## src/rtl/byte_alu_flags.sv

```systemverilog
module byte_alu_flags (
  input  logic       clk,
  input  logic       rst_n,
  input  logic       en,
  input  logic [4:0] op,
  input  logic [7:0] opa,
  input  logic [7:0] opb,
  input  logic [2:0] fsel,
  output logic [7:0] res,
  output logic [7:0] flags_nx,
  output logic [7:0] sreg
);
  localparam int FC = 0, FZ = 1, FN = 2, FV = 3, FS = 4, FH = 5, FT = 6, FI = 7;

  localparam logic [4:0] OP_ADD = 5'd0,  OP_ADC = 5'd1,  OP_SUB = 5'd2,  OP_SBC = 5'd3;
  localparam logic [4:0] OP_AND = 5'd4,  OP_OR  = 5'd5,  OP_XOR = 5'd6,  OP_COM = 5'd7;
  localparam logic [4:0] OP_NEG = 5'd8,  OP_INC = 5'd9,  OP_DEC = 5'd10, OP_LSR = 5'd11;
  localparam logic [4:0] OP_ASR = 5'd12, OP_ROL = 5'd13, OP_ROR = 5'd14, OP_SWP = 5'd15;
  localparam logic [4:0] OP_FST = 5'd16, OP_FCL = 5'd17;

  logic       sub_m, cin, ci;
  logic [7:0] ax, ay, yy;
  logic [8:0] sum9;
  logic       c_ar, h_ar, v_ar;

  assign sub_m = (op == OP_SUB) || (op == OP_SBC) || (op == OP_NEG);
  assign ax    = (op == OP_NEG) ? 8'h00 : opa;
  assign ay    = (op == OP_NEG) ? opa : opb;
  assign cin   = ((op == OP_ADC) || (op == OP_SBC)) && sreg[FC];
  assign yy    = ay ^ {8{sub_m}};
  assign ci    = cin ^ sub_m;
  assign sum9  = {1'b0, ax} + {1'b0, yy} + {8'b0, ci};
  assign c_ar  = sum9[8] ^ sub_m;
  assign h_ar  = (ax[4] ^ yy[4] ^ sum9[4]) ^ sub_m;
  assign v_ar  = (ax[7] == yy[7]) && (sum9[7] != ax[7]);

  logic [7:0] r, f;
  logic       wr_nz, wr_sh;

  always_comb begin
    r     = opa;
    f     = sreg;
    wr_nz = 1'b0;
    wr_sh = 1'b0;
    case (op)
      OP_ADD, OP_ADC, OP_SUB, OP_SBC, OP_NEG: begin
        r = sum9[7:0]; f[FC] = c_ar; f[FH] = h_ar; f[FV] = v_ar; wr_nz = 1'b1;
      end
      OP_AND: begin r = opa & opb; f[FV] = 1'b0; wr_nz = 1'b1; end
      OP_OR:  begin r = opa | opb; f[FV] = 1'b0; wr_nz = 1'b1; end
      OP_XOR: begin r = opa ^ opb; f[FV] = 1'b0; wr_nz = 1'b1; end
      OP_COM: begin r = ~opa; f[FC] = 1'b1; f[FV] = 1'b0; wr_nz = 1'b1; end
      OP_INC: begin r = opa + 8'd1; f[FV] = (opa == 8'h7F); wr_nz = 1'b1; end
      OP_DEC: begin r = opa - 8'd1; f[FV] = (opa == 8'h80); wr_nz = 1'b1; end
      OP_LSR: begin r = {1'b0, opa[7:1]};     f[FC] = opa[0]; wr_sh = 1'b1; end
      OP_ASR: begin r = {opa[7], opa[7:1]};   f[FC] = opa[0]; wr_sh = 1'b1; end
      OP_ROL: begin r = {opa[6:0], sreg[FC]}; f[FC] = opa[7]; wr_sh = 1'b1; end
      OP_ROR: begin r = {sreg[FC], opa[7:1]}; f[FC] = opa[0]; wr_sh = 1'b1; end
      OP_SWP: r = {opa[3:0], opa[7:4]};
      OP_FST: f[fsel] = 1'b1;
      OP_FCL: f[fsel] = 1'b0;
      default: ;
    endcase
    if (wr_nz || wr_sh) begin
      f[FN] = r[7];
      f[FZ] = (r == 8'h00);
      if (wr_sh) f[FV] = r[7] ^ f[FC];
      f[FS] = f[FN] ^ f[FV];
    end
  end

  assign res      = r;
  assign flags_nx = f;

  always_ff @(posedge clk or negedge rst_n) begin
    if (!rst_n)  sreg <= 8'h00;
    else if (en) sreg <= f;
  end

  assert_hold_idle_R1: assert property (@(posedge clk) disable iff (!rst_n)
    !en |=> sreg == $past(sreg));

  assert_logic_keeps_ch_R4: assert property (@(posedge clk) disable iff (!rst_n)
    en && (op == OP_AND || op == OP_OR || op == OP_XOR) |=>
      !sreg[FV] && sreg[FC] == $past(sreg[FC]) && sreg[FH] == $past(sreg[FH]));

  assert_com_carry_R5: assert property (@(posedge clk) disable iff (!rst_n)
    en && op == OP_COM |=> sreg[FC] && !sreg[FV]);

  assert_incdec_carry_R7: assert property (@(posedge clk) disable iff (!rst_n)
    en && (op == OP_INC || op == OP_DEC) |=> sreg[FC] == $past(sreg[FC]));

  assert_swap_flags_R10: assert property (@(posedge clk) disable iff (!rst_n)
    en && op == OP_SWP |=> sreg == $past(sreg));

  assert_sign_rule_R12: assert property (@(posedge clk) disable iff (!rst_n)
    en && op <= OP_ROR && op != OP_SWP |=> sreg[FS] == (sreg[FN] ^ sreg[FV]));

  assert_it_kept_R12: assert property (@(posedge clk) disable iff (!rst_n)
    en && op != OP_FST && op != OP_FCL |=> sreg[FI] == $past(sreg[FI]) && sreg[FT] == $past(sreg[FT]));

  assert_unused_op_R13: assert property (@(posedge clk) disable iff (!rst_n)
    en && op > OP_FCL |=> sreg == $past(sreg));
endmodule

```

## config.mk

```make
export PLATFORM = sky130hd
export DESIGN_NAME = byte_alu_flags
export DESIGN_NICKNAME = d
export VERILOG_FILES = /design/src/rtl/byte_alu_flags.sv
export SDC_FILE = /design/constraint.sdc
export NUM_CORES = 1
export LEC_CHECK = 0
export ABC_AREA = 1
export CORE_ASPECT_RATIO = 1.2
export CORE_UTILIZATION = 45
export DETAILED_ROUTE_END_ITERATION = 8
export GPL_TIMING_DRIVEN = 0
export PLACE_DENSITY = 0.66
export SLEW_MARGIN = 20
export SYNTH_ARGS = -nofsm -noshare
export SYNTH_HDL_FRONTEND = slang
export SYNTH_SLANG_ARGS = --single-unit
```

## constraint.sdc

```tcl
create_clock -name clk -period 4.8 [get_ports clk]
set_input_delay 0.72 -clock clk [delete_from_list [all_inputs] [get_ports clk]]
set_output_delay 0.72 -clock clk [all_outputs]
set_load 0.005 [all_outputs]
```

**Word-level counts from Yosys, hierarchy flattened**

Cells that the tools add are included.

- Output and inout bits: 24
- Logic and storage cells: 73
- Flip-flop bits (word level): 8

- Multiplexer cells: 16
- Bitwise logic cells: 15
- $add $sub $neg: 4
- Reduce and logical (&&, ||, !) cells: 14
- Equal/unequal tests: 21
- $lt $le $gt $ge: 2

Operators with widths:

| cell | count |
|---|---|
| $pmux 8 s12 | 1 |
| $eq 5x4->1 const B | 8 |
| $eq 5x3->1 const B | 4 |
| $and 8x8->8 | 2 |
| $mux 8 | 2 |
| $not 8->8 | 2 |
| $or 8x8->8 | 2 |
| $xor 8x8->8 | 2 |
| $pmux 1 s6 | 2 |
| $reduce_or 11->1 | 1 |
| $eq 5x2->1 const B | 2 |
| $eq 5x5->1 const B | 2 |
| $add 8x8->9 | 1 |
| $add 9x1->9 | 1 |
| $add 8x1->8 const B | 1 |
| $eq 8x7->1 const B | 1 |
| $eq 8x8->1 const B | 1 |
| $logic_not 8->1 | 1 |
| $pmux 2 s2 | 2 |
| $reduce_or 4->1 | 2 |
| $sub 8x1->8 const B | 1 |
| $xor 1x1->1 | 7 |
| $eq 5x1->1 const B | 1 |
| $logic_not 5->1 | 1 |
| other kinds (13) | 22 |

**Depth between registers and ports, before layout**

- Word-level depth: 13
- Gate-level depth with buffers: 27
- Depth with buffers taken out: 24

**Least setup slack after synthesis**

Ideal clock, no wire load.

- Path type: input to output
- From: in op[2]
- To: out flags_nx[4]
- Path slack: 0.589 ns
- Data arrival time: 3.491 ns
- Buffers on the path: 3
- Stages on the path: 25
- Cells stage by stage: buf_4 > inv_1 > nand2_2 > nor2_4 > buf_6 > inv_4 > clkbuf_1 > nor2_1 > a21oi_1 > fa_1 > fa_1 > inv_1 > nand3_1 > nand2_1 > nand2_1 > nand2_1 > nand2_1 > nand3_1 > nand3_2 > nand2_1 > nand2_1 > nand3_2 > nand2_2 > nand2_1 > nand3_2

- Longest elaborated chain between the ends: 13
- Elaborated cells on any way between the ends: 49
- Those cells by class: add/sub (2); eq/ne (19); mux (11); bitwise (5); reduce/logical (12)

RTL lines:

| item | line | source |
|---|---|---|
| start: declaration | 5 | `input logic [4:0] op,` |
| $eq 5x2->1 (on tied branches) | 26, 45, 29 |  |
| $logic_or 1x1->1 (2 in a row) | 26 | `assign sub_m = (op == OP_SUB) \|\| (op == OP_SBC) \|\| (op == OP_NEG);` |
| $xor 8x8->8 | 30 | `assign yy = ay ^ {8{sub_m}};` |
| $add 8x8->9 | 32 | `assign sum9 = {1'b0, ax} + {1'b0, yy} + {8'b0, ci};` |
| $add 9x1->9 | 32 |  |
| $xor 1x1->1 or $ne 1x1->1 (tied branches) | 33, 35 |  |
| $pmux 1 s6 or $logic_and 1x1->1 (tied branches) | 45, 35 |  |
| $xor 1x1->1 or $pmux 1 s6 (tied branches) | 67, 45 |  |
| $mux 1 | 67 | `if (wr_sh) f[FV] = r[7] ^ f[FC];` |
| $mux 1 | 64 | `if (wr_nz \|\| wr_sh) begin` |
| $xor 1x1->1 | 68 | `f[FS] = f[FN] ^ f[FV];` |
| $mux 4 * | 64 |  |
| end: declaration | 10 | `output logic [7:0] flags_nx,` |

Mark *: on every way between the ends. The rest lies on a longest branch, timed or not. The select of a mux whose other input is x is not followed.

**Worst setup path in the final report**

- From: in op[4]
- To: out flags_nx[3]

- Longest elaborated chain between the ends: 12
- Elaborated cells on any way between the ends: 47
- Those cells by class: add/sub (2); eq/ne (19); mux (10); bitwise (4); reduce/logical (12)

RTL lines:

| item | line |
|---|---|
| $eq 5x2->1 (on tied branches) | 26, 45, 29 |
| $logic_or 1x1->1 (2 in a row) | 26 |
| $xor 8x8->8 | 30 |
| $add 8x8->9 | 32 |
| $add 9x1->9 | 32 |
| $xor 1x1->1 or $ne 1x1->1 (tied branches) | 33, 35 |
| $pmux 1 s6 or $logic_and 1x1->1 (tied branches) | 45, 35 |
| $xor 1x1->1 or $pmux 1 s6 (tied branches) | 67, 45 |
| $mux 1 | 67 |
| $mux 1 | 64 |
| $mux 4 * | 64 |

Marked as above.

==> results by group <==
Finish
  – Final nets: 636
  – Share of cells above drive strength 1: 0.137
  – Final Util: 0.624
  – Fillers: 630
  – Largest register by flop count: sreg
  – Antenna diode count: 0
  – Multi-input gate area: 2290 µm²
  – Post-route insts no fill: 655
  – P&R area growth vs syn: 30.2%
  – Reg area: 200 µm²
  – Largest registers: sreg x8
  – Max reg flops: 8

Place
  – Routability congestion estimate: 0.882
  – HPWL after detailed placement: 7340 µm
  – IO buf count: 48
  – # placed instances: 634
  – Pre-CTS WS: -1040 ps

Routing
  – Final wirelength: 9450 µm
  – Post-DRT Antenna Nets: 0
  – Via density: 5.36
  – Total number of vias: 3514
  – Initial DRC Count: 215
  – Remaining routing DRC violations: 0
  – Drt pass-1 iters: 4
  – Wire length per cell: 14.4 µm

Power
  – Power Dens Cells: 155 nW/µm²
  – Peak VDD IR: 0.000181 V
  – Internal power: 314 µW
  – Flop pwr share: 0.166
  – Leakage power: 0.00193 µW
  – Sw Pwr: 247 µW
  – Tot Pwr: 561 µW
  – Sw Share: 0.441
  – Comb pwr share: 0.686
  – Clock power frac: 0.148

Yosys
  – Synth warn: 0
  – Synth cell types: 38
  – Avg Inst Size Synth: 5.47 µm²
  – Seq cells post-synth: 8
  – Cells after Synth: 506
  – Syn_nets: 565
  – Synth Cell Area: 2770 µm²
  – Sequential share of the synthesized area: 0.0723

Critical path
  – Reg-to-reg endpoint: sreg[1]
  – Worst setup SP type: primary input
  – Req. time, crit path: 4080 ps
  – CP startpoint: op[4]
  – FF-to-FF setup slack: 1770 ps
  – Setup crit end kind: output pin
  – CP arrival: 3910 ps
  – Crit Path Class: primary input to output pin
  – Critical path destination: flags_nx[3]
  – Worst flop-to-flop path startpoint: sreg[0]
  – Cell count of the worst reg-to-reg path: 21
  – Worst Path Max Fanout: 5

Timing
  – Final setup fails: 0
  – Fmax: 216 MHz
  – Worst setup margin: 168 ps
  – Final Skew: 1.05 ps
  – Hold_ws: 505 ps
  – Final hold vios: 0
  – Max_slew headroom: 0.613
  – Slew Limit Fails: 0
  – Crit share post-route: 0.965
  – Final worst path period need: 4630 ps
  – Slew @ Worst Pin: 578 ps

Die
  – Die area: 6470 µm²
  – Die width: 73.6 µm
  – Core Area: 5780 µm²
  – Cell Rows: 30
  – Starting Density: 0.479
  – Die height: 87.9 µm
  – Io pins: 51

Clocking
  – CTS sink cnt: 8
  – H-tree depth: 1
  – Root buf cell: clkbuf_8
  – Worst-case clock buffer depth: 2
  – TritonCTS clock tree: done
  – Hold Buf Count CTS: 0
  – Worst-Skew Late Latency: 230 ps
  – Number of CTS-inserted buffers: 3
  – Clock-pin slew on the worst setup and hold paths: 40 ps

GRT
  – Initial antenna violation count: 0
  – Vias in the first global route: 3163
  – Largest net degree at the start of global routing: 13
  – Global-route wire length before repair: 14900 µm
  – Overflow after GRT: 0
  – Total Routing Usage GR: 0.301

Min path
  – Hold Crit Class: flip-flop to flip-flop

Job
  – Number of max-cap violations: 0

Outcome
  – Result of the run: finished clean
-- cell usage after synthesis --
cell / count / area [µm²]
inv_2: 5 / 18.8
nand3_2: 3 / 30.0
o21ai_2: 1 / 8.76
nand2_2: 5 / 31.3
a31oi_1: 2 / 12.5
nor2_2: 7 / 43.8
o21a_1: 1 / 7.51
inv_1: 68 / 255
nor2_4: 4 / 45.0
nand4_1: 8 / 50.1
a22oi_1: 2 / 15.0
buf_2: 2 / 10.0
nand3_4: 1 / 17.5
ha_1: 29 / 363
o21ai_0: 28 / 140
inv_4: 1 / 6.26
buf_6: 2 / 22.5
a21oi_1: 21 / 105
o22ai_1: 1 / 6.26
or2_2: 3 / 18.8
nand3_1: 44 / 220
nor3b_1: 1 / 7.51
nand2_1: 159 / 597
o21ai_1: 3 / 15.0
nand3b_1: 1 / 7.51
dfrtp_1: 8 / 200
xnor2_1: 3 / 26.3
o21bai_1: 1 / 7.51
nor3_2: 1 / 10.0
buf_4: 2 / 15.0
nor2_1: 60 / 225
xor2_1: 7 / 61.3
fa_1: 3 / 60.1
clkbuf_1: 4 / 15.0
and3_1: 1 / 6.26
nor3_1: 8 / 40.0
o211ai_1: 5 / 37.5
o221ai_1: 1 / 8.76
-- what timing repair did --
item / CTS / global route
endpoints found under the setup margin: 13 / 7
buffers inserted: 14 / 5
endpoints found under the hold margin: 0 / 0
pin swaps: 13 / 13
resized for setup: 21 / 19
-- power groups by stage --
stage | clock, µW | combinational [µW] | sequential [µW]
2_1_floorplan | 0 | 200 | 92.1
3_3_place_gp | 0 | 353 | 94.2
3_5_place_dp | 0 | 355 | 94.0
4_1_cts | 84.4 | 376 | 93.5
5_1_grt | 88.8 | 427 | 95.4
6_report | 83.0 | 385 | 93.0
-- worst max-delay path, cell delays in order --
cell and delay (ps):
dlygate4sd2_1 260, inv_2 120, nand2_2 90, nor2_4 170, xor2_1 200, a21oi_2 90
fa_2 410, fa_2 380, inv_1 60, nand3_1 70, nand2_2 130, nand2_1 80
nand3_1 100, nand3_2 90, nand3_2 100, nand2_2 70, nand2_1 80, nand3_2 90
nand2_2 90, clkdlybuf4s50_1 500
-- area by class of cell --
class	instances	share of cell area
clock buffers	3	0.0115
flip-flops and latches	8	0.0555
repair buffers	67	0.175
well taps	80	0.0278
inverters	74	0.0778
plain buffers	9	0.0177
multi-input cells	414	0.635
-- cells in the final DEF (no fill, tap or decap), drive strengths merged --
cell and count:
o22ai 1, clkbuf 8, nor3b 1, and3 1
a22oi 2, a21oi 21, o21bai 1, nand2 164
buf 26, a31oi 2, o21ai 32, clkdlybuf4s50 41
nor2 71, xor2 7, nand3 48, dfrtp 8
fa 3, dlymetal6s2s 3, nand4 8, o211ai 5
xnor2 3, inv 74, or2 3, dlygate4sd2 1
o221ai 1, nor3 9, nand3b 1, o21a 1
ha 29
-- metal layers --
layer / wire (µm) / global-route usage / vias to the layer above
li1: - / - / 1766
met1: 4090 / 0.360 / 1609
met2: 4710 / 0.557 / 120
met3: 409 / 0.0253 / 19
met4: 241 / 0.103 / 0
met5: 0 / 0 / -
-- cell families after synthesis --
| logic type | after synthesis | synth area share |
|---|---|---|
| compound gates | 66 | 0.132 |
| buf+inv | 84 | 0.124 |
| simple gates | 306 | 0.488 |
| xor+xnor | 10 | 0.0316 |
| fa+ha+maj | 32 | 0.153 |
| flops | 8 | 0.0723 |
-- worst min path at each step --
stage | startpoint | end | slack [ps] | depth (start not counted)
floorplan | rst_n | sreg[0] | 420 | 0
global placement | sreg[1] | sreg[1] | 490 | 2
detailed placement | sreg[1] | sreg[1] | 500 | 2
CTS | sreg[4] | sreg[4] | 510 | 2
global route | sreg[1] | sreg[1] | 530 | 2
finish | sreg[4] | sreg[4] | 510 | 2
-- per-stage QoR --
stage | cell area [µm²] | setup TNS [ps]
floorplan | 2770 | 0
global placement | 3350 | -6090
detailed placement | 3350 | -6180
CTS | 3540 | 0
global route | 3600 | -32.7
finish | 3600 | 0
(Power assumes the default switching activity.)
